File: src/rtl/seqPkg.sv
package seqPkg;
  typedef enum logic [2:0] {
    ST_IDLE  = 3'd0,
    ST_LD1   = 3'd1,
    ST_LD2   = 3'd2,
    ST_LD3   = 3'd3,
    ST_DRAIN = 3'd4,
    ST_FINAL = 3'd5
  } seqState_t;

  // strobes from control to datapath
  typedef struct packed {
    logic      latch;     // capture run parameters, clear counters
    logic      wordAdv;   // a load was accepted
    logic      siteAdv;   // last load of a site was accepted
    logic      storeAdv;  // a write was accepted
    seqState_t sel;       // which address to present
  } seqStrobe_t;
endpackage

File: src/rtl/seqDatapath.sv
module seqDatapath
  import seqPkg::*;
#(
  parameter int ADDR_W      = 32,
  parameter int SITE_W      = 16,
  parameter int FLOAT_BYTES = 4,
  parameter int LANES       = 4,
  parameter int BUS_BYTES   = 8
) (
  input  logic              clk,
  input  logic              rstN,
  input  seqStrobe_t        strobe,
  input  logic [SITE_W-1:0] siteCountIn,
  input  logic [ADDR_W-1:0] baseLeftIn,
  input  logic [ADDR_W-1:0] baseRightIn,
  input  logic [ADDR_W-1:0] baseScaleIn,
  input  logic [ADDR_W-1:0] baseCountIn,
  input  logic [ADDR_W-1:0] baseResultIn,
  output logic [ADDR_W-1:0] reqAddr,
  output logic              lastWord,
  output logic              lastSite,
  output logic              startEmpty
);
  localparam int CL_STRIDE  = FLOAT_BYTES * LANES;
  localparam int RES_STRIDE = 2 * BUS_BYTES;

  logic [ADDR_W-1:0] baseLeft, baseRight, baseScale, baseCount, baseResult;
  logic [SITE_W-1:0] count, site;
  logic              wordIdx;
  logic [ADDR_W-1:0] storeIdx;
  logic [ADDR_W-1:0] siteExt, clOff, scOff, wordOff;

  always_ff @(posedge clk or negedge rstN) begin
    if (!rstN) begin
      baseLeft   <= '0;
      baseRight  <= '0;
      baseScale  <= '0;
      baseCount  <= '0;
      baseResult <= '0;
      count      <= '0;
      site       <= '0;
      wordIdx    <= 1'b0;
      storeIdx   <= '0;
    end else if (strobe.latch) begin
      baseLeft   <= baseLeftIn;
      baseRight  <= baseRightIn;
      baseScale  <= baseScaleIn;
      baseCount  <= baseCountIn;
      baseResult <= baseResultIn;
      count      <= siteCountIn;
      site       <= '0;
      wordIdx    <= 1'b0;
      storeIdx   <= '0;
    end else begin
      if (strobe.wordAdv)  wordIdx  <= ~wordIdx;
      if (strobe.siteAdv)  site     <= site + 1'b1;
      if (strobe.storeAdv) storeIdx <= storeIdx + 1'b1;
    end
  end

  always_comb begin
    siteExt = ADDR_W'(site);
    clOff   = siteExt * ADDR_W'(CL_STRIDE);
    scOff   = siteExt * ADDR_W'(FLOAT_BYTES);
    wordOff = wordIdx ? ADDR_W'(BUS_BYTES) : '0;
    unique case (strobe.sel)
      ST_LD1:   reqAddr = baseLeft + clOff + wordOff;
      ST_LD2:   reqAddr = baseRight + clOff + wordOff;
      ST_LD3:   reqAddr = wordIdx ? (baseCount + scOff) : (baseScale + scOff);
      ST_DRAIN,
      ST_FINAL: reqAddr = baseResult + storeIdx * ADDR_W'(RES_STRIDE);
      default:  reqAddr = '0;
    endcase
  end

  assign lastWord   = wordIdx;
  assign lastSite   = (SITE_W'(site + 1'b1) == count);
  assign startEmpty = (siteCountIn == '0);
endmodule

File: src/rtl/seqCtrl.sv
module seqCtrl
  import seqPkg::*;
(
  input  logic       clk,
  input  logic       rstN,
  input  logic       start,
  input  logic       reqStall,
  input  logic [1:0] opFull,
  input  logic       outAlmostFull,
  input  logic       outEmpty,
  input  logic       lastWord,
  input  logic       lastSite,
  input  logic       startEmpty,
  output seqStrobe_t strobe,
  output logic       reqValid,
  output logic       reqWrite,
  output logic       done
);
  seqState_t state, stateNext, resumeState;
  logic      holding;     // last cycle's request was stalled
  logic      saveResume;
  logic      accept;

  always_comb begin
    strobe     = '0;
    strobe.sel = state;
    stateNext  = state;
    reqValid   = 1'b0;
    reqWrite   = 1'b0;
    saveResume = 1'b0;
    accept     = 1'b0;
    unique case (state)
      ST_IDLE: begin
        if (start) begin
          strobe.latch = 1'b1;
          stateNext    = startEmpty ? ST_FINAL : ST_LD1;
        end
      end
      ST_LD1, ST_LD2, ST_LD3: begin
        if (!holding && outAlmostFull) begin
          saveResume = 1'b1;
          stateNext  = ST_DRAIN;
        end else begin
          reqValid = holding || !(|opFull);
          accept   = reqValid && !reqStall;
          if (accept) begin
            strobe.wordAdv = 1'b1;
            if (lastWord) begin
              if (state == ST_LD1)      stateNext = ST_LD2;
              else if (state == ST_LD2) stateNext = ST_LD3;
              else begin
                strobe.siteAdv = 1'b1;
                stateNext      = lastSite ? ST_FINAL : ST_LD1;
              end
            end
          end
        end
      end
      ST_DRAIN, ST_FINAL: begin
        reqWrite = 1'b1;
        reqValid = holding || !outEmpty;
        accept   = reqValid && !reqStall;
        strobe.storeAdv = accept;
        if (!holding && outEmpty)
          stateNext = (state == ST_DRAIN) ? resumeState : ST_IDLE;
      end
      default: stateNext = ST_IDLE;
    endcase
  end

  always_ff @(posedge clk or negedge rstN) begin
    if (!rstN) begin
      state       <= ST_IDLE;
      resumeState <= ST_LD1;
      holding     <= 1'b0;
      done        <= 1'b0;
    end else begin
      state   <= stateNext;
      holding <= reqValid && reqStall;
      done    <= (stateNext == ST_IDLE) && (state != ST_IDLE);
      if (saveResume) resumeState <= state;
    end
  end
endmodule

File: src/rtl/plfLoadStoreSeq.sv
module plfLoadStoreSeq
  import seqPkg::*;
#(
  parameter int ADDR_W = 32,
  parameter int SITE_W = 16
) (
  input  logic              clk,
  input  logic              rstN,
  input  logic              start,
  input  logic [SITE_W-1:0] siteCount,
  input  logic [ADDR_W-1:0] baseLeft,
  input  logic [ADDR_W-1:0] baseRight,
  input  logic [ADDR_W-1:0] baseScale,
  input  logic [ADDR_W-1:0] baseCount,
  input  logic [ADDR_W-1:0] baseResult,
  output logic              reqValid,
  output logic              reqWrite,
  output logic [ADDR_W-1:0] reqAddr,
  input  logic              reqStall,
  input  logic [1:0]        opFull,
  input  logic              outAlmostFull,
  input  logic              outEmpty,
  output logic              done
);
  seqStrobe_t strobe;
  logic       lastWord, lastSite, startEmpty;

  seqCtrl ctrl_i (
    .clk(clk), .rstN(rstN), .start(start), .reqStall(reqStall),
    .opFull(opFull), .outAlmostFull(outAlmostFull), .outEmpty(outEmpty),
    .lastWord(lastWord), .lastSite(lastSite), .startEmpty(startEmpty),
    .strobe(strobe), .reqValid(reqValid), .reqWrite(reqWrite), .done(done)
  );

  seqDatapath #(.ADDR_W(ADDR_W), .SITE_W(SITE_W)) dp_i (
    .clk(clk), .rstN(rstN), .strobe(strobe), .siteCountIn(siteCount),
    .baseLeftIn(baseLeft), .baseRightIn(baseRight), .baseScaleIn(baseScale),
    .baseCountIn(baseCount), .baseResultIn(baseResult), .reqAddr(reqAddr),
    .lastWord(lastWord), .lastSite(lastSite), .startEmpty(startEmpty)
  );
endmodule

File: config.mk
export PLATFORM = sky130hd
export DESIGN_NAME = plfLoadStoreSeq
export DESIGN_NICKNAME = d
export VERILOG_FILES = /design/src/rtl/seqPkg.sv /design/src/rtl/seqDatapath.sv /design/src/rtl/seqCtrl.sv /design/src/rtl/plfLoadStoreSeq.sv
export SDC_FILE = /design/constraint.sdc
export NUM_CORES = 1
export LEC_CHECK = 0
export CAP_MARGIN = 40
export CORE_UTILIZATION = 50
export DETAILED_ROUTE_END_ITERATION = 6
export GPL_TIMING_DRIVEN = 0
export PLACE_DENSITY_LB_ADDON = 0.1
export REMOVE_ABC_BUFFERS = 1
export SKIP_CTS_REPAIR_TIMING = 1
export SYNTH_ARGS = -nofsm -noshare
export SYNTH_HDL_FRONTEND = slang
export SYNTH_SLANG_ARGS = --single-unit
export TNS_END_PERCENT = 5
File: constraint.sdc
create_clock -name clk -period 6.65 [get_ports clk]
set_clock_uncertainty 0.05 [all_clocks]
set_input_delay 0.665 -clock clk [delete_from_list [all_inputs] [get_ports clk]]
set_output_delay 0.665 -clock clk [all_outputs]
set_load 0.01 [all_outputs]
### Yosys cells after proc, flatten, opt, wreduce, memory -nomap -nowiden

Cells that the tools add are included.

| operators by class | value |
|---|---|
| eq/ne operators | 6 |
| shift-type cells | 0 |
| magnitude comparators | 0 |
| bitwise logic cells | 1 |
| muxes and demuxes | 34 |
| $mul | 0 |
| reductions and logical operators | 22 |
| divide/modulo/power cells | 0 |
| add/subtract/negate cells | 9 |

Operators with widths:

| kind | count |
|---|---|
| $pmux 32 s4 | 1 |
| $add 32x32->32 | 3 |
| $mux 32 | 3 |
| $add 32x18->32 | 2 |
| $add 32x20->32 | 2 |
| $add 32x1->32 const B | 1 |
| $mux 16 | 2 |
| $mux 3 | 10 |
| $add 16x1->16 const B | 1 |
| $eq 16x16->1 | 1 |
| $logic_not 16->1 | 1 |
| $mux 1 | 12 |
| $pmux 3 s3 | 1 |
| $eq 3x2->1 const B | 2 |
| $eq 3x3->1 const B | 2 |
| $logic_and 1x1->1 | 6 |
| $logic_not 3->1 | 2 |
| $mux 2 | 3 |
| $reduce_bool 2->1 | 3 |
| $logic_not 1->1 | 4 |
| $mux 4 | 1 |
| $reduce_or 2->1 | 2 |
| $eq 3x1->1 const B | 1 |
| $reduce_bool 3->1 | 1 |
| other kinds (4) | 5 |

| word-level totals | value |
|---|---|
| RAM bits | 0 |
| logic and storage cells | 85 |
| output and inout port bits | 35 |
| register bits after elaboration | 233 |
| ROM bits | 0 |
| bits in latches | 0 |
| memories | 0 |

### Depth between registers and ports, before layout

Gate-level depths: netlist of the first run.

| depth | value |
|---|---|
| depth after elaboration | 11 |
| mapped depth | 16 |

### Hierarchy

From an unflattened synthesis of the first run, not the netlist that was laid out.

| unflattened totals | value |
|---|---|
| cell total of the unflattened synthesis | 1461 |
| area total of the unflattened synthesis | 14923.1 µm² |

Modules (own cells, without submodules):

| module | times used | area each (µm²) | cells each |
|---|---|---|---|
| seqDatapath | 1 | 14432.6 | 1409 |
| seqCtrl | 1 | 490.5 | 52 |

### Worst setup path after synthesis of the first run

No wires, ideal clock.

| path | value |
|---|---|
| kind | register to output |
| from | reg dp_i.wordIdx (netlist: dp_i.lastWord) |
| to | out reqAddr[30] |
| arrival | 3.723 ns |
| path buffers | 5 |
| cell stages (with the launch flop) | 17 |
| required time | 5.935 ns |
| path slack | 2.212 ns |
| cells stage by stage | dfrtp_1 -> buf_2 -> buf_4 -> buf_2 -> buf_1 -> mux2_2 -> ha_1 -> fa_1 -> a211oi_1 -> o21a_1 -> o32ai_1 -> a211o_1 -> buf_2 -> nand4b_1 -> xor2_1 -> a211oi_1 -> o211ai_1 |

| between the ends | value |
|---|---|
| longest elaborated chain between the ends | 3 |

RTL lines:

| item | line | RTL |
|---|---|---|
| start: declaration | seqDatapath.sv:29 | `logic wordIdx;` |
| start signal: assignment | seqDatapath.sv:55 | `if (strobe.wordAdv) wordIdx <= ~wordIdx;` |
| $mux 4 | seqDatapath.sv:65 | `wordOff = wordIdx ? ADDR_W'(BUS_BYTES) : '0;` |
| $add 32x32->32, on equally long branches | seqDatapath.sv:68, seqDatapath.sv:67 |  |
| $pmux 32 s4 (*) | seqDatapath.sv:66 | `unique case (strobe.sel)` |
| end: declaration | plfLoadStoreSeq.sv:18 | `output logic [ADDR_W-1:0] reqAddr,` |

Mark *: on every way between the ends. The rest lies on a longest branch, timed or not.

### Final worst setup path of the first run

| path | value |
|---|---|
| from | reg dp_i.wordIdx (netlist: dp_i.lastWord) |
| to | out reqAddr[24] |

The elaborated chain is that of the path after synthesis.

==> flow_summary.json, run 1 <==
{
  "wl_um": 43700,
  "vdd_drop_max_uv": 243,
  "worstMarginPinSlew_ns": 0.938,
  "power_w": 0.00695,
  "crit-reg2reg-capture": "dp_i.site[9]",
  "comb_power_share": 0.437,
  "num_vias": 13900,
  "synth-warning-count": 0,
  "synth_area_per_cell_um2": 8.15,
  "clockBufferDepth": 3,
  "cap_violations": 0,
  "layout_commonest_cell": "nand2_1",
  "cts.sinks": 229,
  "synthesis.area_mm2": 0.0151,
  "synth_flop_cell": "dfrtp_1",
  "antenna_found_initial": 1,
  "grt_pass1_vias": 13400,
  "viasPerCell": 5.68,
  "final_cell_mix": "nand2_1 (604), dfrtp_1 (227), clkdlybuf4s50_1 (217)",
  "synthArstFlopShare": 1.00,
  "timing.setup.tns_ns": 0,
  "yosys.area.top_type": "dfrtp_1",
  "swShare": 0.403,
  "design.portCount": 219,
  "worst-r2r-setup-slack_ns": 3.26,
  "synth_top_area_share": 0.377,
  "area_growth_pct": 23.2,
  "status": "finished, violations left",
  "diodes": 0,
  "crit_fanout": 33,
  "start_util": 0.509,
  "reg2reg_from": "ctrl_i.state[1]",
  "clkTransAtPathRegs_ns": 0.06,
  "ys_seq_area_frac": 0.379,
  "ys_ff_latch": 229,
  "timing.final.crit_share": 0.858,
  "grt_pass1_wl_um": 69700,
  "worstSkewPairLatency_ns": 0.54,
  "dieWidth_um": 176,
  "slew_viol_final": 0,
  "powerDensity_mw_per_mm2": 373,
  "p_int_w": 0.00415,
  "fin_hold_ws_ns": -0.00284,
  "hold_path_class": "primary input to async pin",
  "grt_max_degree": 88,
  "worst_ep_arrival_time_ns": 4.99,
  "finalHoldViolations": 1,
  "p_clk_frac": 0.221,
  "ys_types": 80,
  "place_congestion": 0.904,
  "nets": 2305,
  "setup_viol": 0,
  "cts-root-buf": "clkbuf_16",
  "synth_area_leaders": "dfrtp_1 (38%), nand2_1 (15%), ha_1 (6.5%)",
  "startpoint_type": "flop",
  "violations": "hold timing",
  "fin_crit_ns": 5.70,
  "detail-route-antenna-nets": 0,
  "synth_edf_count": 0,
  "overflow": 0,
  "cts_tree": "built",
  "cp.required_ns": 5.93,
  "grt_util_all_layers": 0.282,
  "pwr-share-seq": 0.342,
  "h-tree-depth": 1,
  "dieArea_mm2": 0.0310,
  "cp-end-kind": "output pin",
  "drt-initial-drc-count": 1063,
  "synth_cells": 1856,
  "power.leakage_nw": 8.85,
  "layout-drive-gt1-share": 0.0482,
  "critPathKind": "flop to output pin",
  "reg2reg_depth": 6,
  "drt_first_pass_iters": 6,
  "row_count": 63,
  "rsz0062_at_grt": "false",
  "drc": 0,
  "cts_buffers": 26,
  "die_h_um": 176,
  "io_buffers": 218,
  "core_area_mm2": 0.0297,
  "power_switching_w": 0.00280,
  "slew_headroom": 0.371,
  "clock.fmax_mhz": 175,
  "dpl.hpwl_um": 32400,
  "avgRoutedWirePerCell_um": 17.9
}
[registers in the layout, summed over array words and instances, names as in the netlist]
register,count
ctrl_i.state,3
dp_i.site,16
dp_i.lastWord,1
dp_i.count,16
dp_i.baseScale,32
dp_i.baseCount,32
ctrl_i.holding,1
dp_i.baseResult,32
dp_i.storeIdx,28
dp_i.baseLeft,32
dp_i.baseRight,32
ctrl_i.done,1
ctrl_i.resumeState,3
[cell families (layout without fill, tap and decap cells)]
group	count (synthesis)	after routing	share of synthesized area
AO/OA/AOI/OAI	376	376	0.164
XOR/XNOR	127	127	0.0735
adder cells (fa/ha/maj)	83	83	0.0706
buffers and inverters	112	310	0.0299
flip-flops	229	229	0.379
multiplexers	38	38	0.0267
AND/OR/NAND/NOR	891	891	0.256
[metal layers]
layer  GRT usage  wire [um]  part of all wire
met2       0.465      20100              0.46
met3      0.0431       3010             0.069
met5           0         13           0.00030
met1       0.389      19400              0.45
met4      0.0721       1080             0.025
[power by group through the flow]
stage          sequential (W)  combinational, W  clock (W)
5_1_grt               0.00244           0.00336    0.00161
6_report              0.00238           0.00304    0.00153
2_1_floorplan         0.00224           0.00201          0
3_5_place_dp          0.00240           0.00301          0
4_1_cts               0.00238           0.00304    0.00156
3_3_place_gp          0.00241           0.00300          0
[worst max path at each step]
stage | startpoint | to | slack, ns | depth (start not counted)
2_1_floorplan | ctrl_i.state[1] | dp_i.site[15] | 0.86 | 5
3_3_place_gp | rstN | dp_i.baseResult[9] | -4.94 | 1
3_5_place_dp | dp_i.lastWord | reqAddr[24] | 1.70 | 12
4_1_cts | dp_i.lastWord | reqAddr[24] | 1.10 | 12
5_1_grt | dp_i.lastWord | reqAddr[24] | 0.93 | 12
6_report | dp_i.lastWord | reqAddr[24] | 0.95 | 12
[critical path, cell delays in order, from the launching register on]
cell and delay, ns:
dfrtp_2 0.63, buf_12 0.27, mux2_2 0.44, ha_1 0.39, o21a_1 0.14, o21ai_0 0.17, o32ai_1 0.41, a211o_1 0.42
nand2_1 0.14, o41ai_1 0.44, a32oi_1 0.18, o211ai_1 0.15, clkdlybuf4s50_1 0.60
[stage by stage]
step | setup WS (ns) | util | std cells | hold WS [ns] | instance area, um2
2_1_floorplan | 0.858 | - | 1781 | 0.319 | 14800
3_5_place_dp | 1.70 | 0.597 | 2400 | 0.407 | 17700
6_report | 0.945 | 0.627 | 2444 | -0.00284 | 18600
5_1_grt | 0.926 | 0.627 | 2444 | 0.0167 | 18600
4_1_cts | 1.10 | 0.627 | 2444 | 0.00278 | 18600
3_3_place_gp | -4.94 | 0.588 | 2389 | 0.403 | 17500
[synthesized netlist by cell type, drive strengths merged (3+ instances only)]
cell type,n
o221ai,5
a211oi,18
nor4,9
buf,12
nor2,86
a31oi,15
o21bai,12
fa,4
nand4b,5
dfrtp,228
mux2,19
o31ai,13
ha,79
o21ai,98
and4,8
a21boi,8
nand3,36
a211o,4
and3,30
o21a,14
a41oi,6
nand2b,15
a221oi,5
nor3,28
a2111oi,3
a32oi,5
xor2,57
a21o,32
o211ai,14
mux2i,19
a21oi,80
or3,9
nand2,605
a2111o,3
nand4,16
inv,37
clkbuf,63
o22ai,5
a22oi,12
nor2b,15
o41ai,4
a221o,3
and2,20
xnor2,70
[layout make-up]
class / instances / area [um2]
fill: 2611 / 11100
multi-input combinational: 1515 / 8960
sequential: 229 / 5730
timing repair buffer: 229 / 2420
clock buffer: 32 / 734
tap: 390 / 488
clock inverter: 12 / 173
inverter: 37 / 139
No activity file was read; power rests on OpenSTA's default activity.
==> run 2: changes to the inputs <==
- GPL_TIMING_DRIVEN: 0 -> not set
- SYNTH_HIERARCHICAL: not set -> 1
==> flow_summary.json, run 2 <==
{
  "status": "completed",
  "worstSkewPairLatency_ns": 0.54,
  "power.leakage_nw": 7.80,
  "area_growth_pct": 23.5,
  "place_congestion": 0.885,
  "core_area_mm2": 0.0290,
  "synthSimpleGateAreaFrac": 0.132,
  "die_h_um": 175,
  "h-tree-depth": 1,
  "drc": 0,
  "detail-route-antenna-nets": 0,
  "power_w": 0.00736,
  "synth_common_cells": "dfrtp_1 (228), mux2_2 (189), nor2_1 (127), nand2_1 (94), xor2_1 (93)",
  "worst_ep_arrival_time_ns": 4.73,
  "cts-root-buf": "clkbuf_16",
  "reg2reg_from": "ctrl_i/state[2]",
  "critPathKind": "flop to output pin",
  "layout-drive-gt1-share": 0.171,
  "synth.mux.area_fraction": 0.151,
  "cap_violations": 0,
  "grt_max_degree": 189,
  "cp.required_ns": 5.93,
  "fin_hold_ws_ns": 0.0563,
  "ys_ff_latch": 229,
  "fin_crit_ns": 5.45,
  "dpl.hpwl_um": 30400,
  "cts_tree": "built",
  "startpoint_type": "flop",
  "grt_pass1_vias": 11900,
  "reg2reg_depth": 10,
  "dieWidth_um": 175,
  "drt-initial-drc-count": 982,
  "hold_path_class": "primary input to async pin",
  "final_cell_mix": "dfrtp_1 (227), clkdlybuf4s50_1 (217), mux2_2 (189)",
  "synth_top_family_by_area": "multiplexers",
  "cp-end-kind": "output pin",
  "grt_util_all_layers": 0.268,
  "synth_flop_cell": "dfrtp_1",
  "power_switching_w": 0.00275,
  "num_vias": 11900,
  "synth_edf_count": 0,
  "nets": 1930,
  "worst-r2r-setup-slack_ns": 3.00,
  "setup_viol": 0,
  "finalHoldViolations": 0,
  "io_buffers": 218,
  "drt_first_pass_iters": 5,
  "ys_seq_area_frac": 0.384,
  "viasPerCell": 5.78,
  "cts_buffers": 26,
  "wl_met3_um": 2120,
  "met2_length_um": 18300,
  "timing.final.crit_share": 0.819,
  "startpoint": "dp_i/lastWord",
  "antenna_found_initial": 1,
  "comb_power_share": 0.456,
  "timing.setup.tns_ns": 0,
  "crit_chain": "buf_4 > mux2_2 > ha_1 > and4_1 > o21a_1 > a221o_2 > o211ai_2 > nor2_1 > xor2_1 > o22ai_1 > a211oi_1 > o21ai_1 > clkdlybuf4s50_1",
  "start_util": 0.514,
  "vdd_drop_max_uv": 300,
  "yosys.area.top_type": "dfrtp_1",
  "clockBufferDepth": 3,
  "swShare": 0.374,
  "synth_top_area_share": 0.382,
  "p_int_w": 0.00461,
  "layout_commonest_cell": "dfrtp_1",
  "synth_compound_area_frac": 0.145,
  "pwr-share-seq": 0.335,
  "synth-xor-area-share": 0.0951,
  "synthArstFlopShare": 1.00,
  "slew_headroom": 0.297,
  "slowest_stage": "dfrtp_2",
  "crit_path_end": "reqAddr[29]",
  "dieArea_mm2": 0.0305,
  "synthesis.area_mm2": 0.0149,
  "synth-warning-count": 6,
  "clock.fmax_mhz": 184,
  "powerDensity_mw_per_mm2": 399,
  "fillers": 2384,
  "row_count": 62,
  "fin_util": 0.635,
  "wl_um": 40600,
  "crit-reg2reg-capture": "dp_i/storeIdx[24]",
  "p_clk_frac": 0.208,
  "synth_area_leaders": "dfrtp_1 (38%), mux2_2 (14%), ha_1 (6.6%)",
  "ys_types": 91,
  "synth_fa_ha_area_frac": 0.0716,
  "slew_viol_final": 0,
  "overflow": 0,
  "design.portCount": 219,
  "cts.sinks": 229,
  "rsz0062_at_grt": "false",
  "crit_fanout": 44,
  "dp.cells": 2019,
  "avgRoutedWirePerCell_um": 19.7,
  "worstMarginPinSlew_ns": 1.05,
  "layout.cells.non_filler": 2068,
  "grt_pass1_wl_um": 64700,
  "synth_cells": 1461,
  "drt-met1-wl_um": 19000,
  "synth_area_per_cell_um2": 10.2,
  "clkTransAtPathRegs_ns": 0.06,
  "dr.max_layer_used": "met4",
  "critPathMaxStageDelay_ns": 0.54,
  "post-synth-top-count-cell": "dfrtp_1"
}
run 2: per-layer routing:
metal	up-vias	track usage
met5	-	0
met4	0	0.0768
met3	65	0.0270
met2	361	0.424
met1	5781	0.390
li1	5741	-
run 2: cells by family after synthesis:
family	count (synthesis)
flops	229
mux	202
compound gates	306
buf+inv	77
xor+xnor	162
fa+ha+maj	83
simple gates	402
run 2: power groups by stage:
stage | clock network (W) | registers [W] | logic, W
floorplan | 0 | 0.00230 | 0.00240
global placement | 0 | 0.00247 | 0.00326
detailed placement | 0 | 0.00248 | 0.00331
CTS | 0.00156 | 0.00246 | 0.00334
global route | 0.00162 | 0.00255 | 0.00364
finish | 0.00153 | 0.00247 | 0.00336
run 2: cell type report:
type	count	area [um2]	area share
antenna	1	2.50	0.000136
clock buffer	35	756	0.0410
clock inverter	13	169	0.00916
inverter	24	90.1	0.00489
multi-input combinational	1155	8900	0.483
sequential	229	5730	0.311
tap	384	480	0.0261
timing repair buffer	227	2300	0.125
run 2: metrics by stage:
stage | setup slack (ns) | instance area (um2)
4_1_cts | 1.18 | 18400
6_report | 1.20 | 18400
3_3_place_gp | 1.86 | 17400
2_1_floorplan | 0.205 | 14700
3_5_place_dp | 1.79 | 17500
5_1_grt | 0.950 | 18400
run 2: worst min path at each step:
stage,startpoint,slack (ns),end
floorplan,rstN,0.32,ctrl_i/done
global placement,ctrl_i/resumeState[0],0.40,ctrl_i/resumeState[0]
detailed placement,ctrl_i/resumeState[0],0.41,ctrl_i/resumeState[0]
CTS,rstN,0.14,dp_i/baseResult[5]
global route,rstN,0.15,dp_i/baseResult[5]
finish,rstN,0.06,dp_i/baseResult[5]
run 2: critical path: cells and delay by family (launching register included):
| kind | cells | cell delay [ns] |
|---|---|---|
| muxes | 1 | 0.41 |
| xor gates and xnor gates | 1 | 0.17 |
| and+or+nand+nor | 2 | 0.36 |
| AOI/OAI and AO/OA | 6 | 1.30 |
| buffers and inverters | 2 | 1.03 |
| adders and majority gates | 1 | 0.37 |
| DFF | 1 | 0.54 |
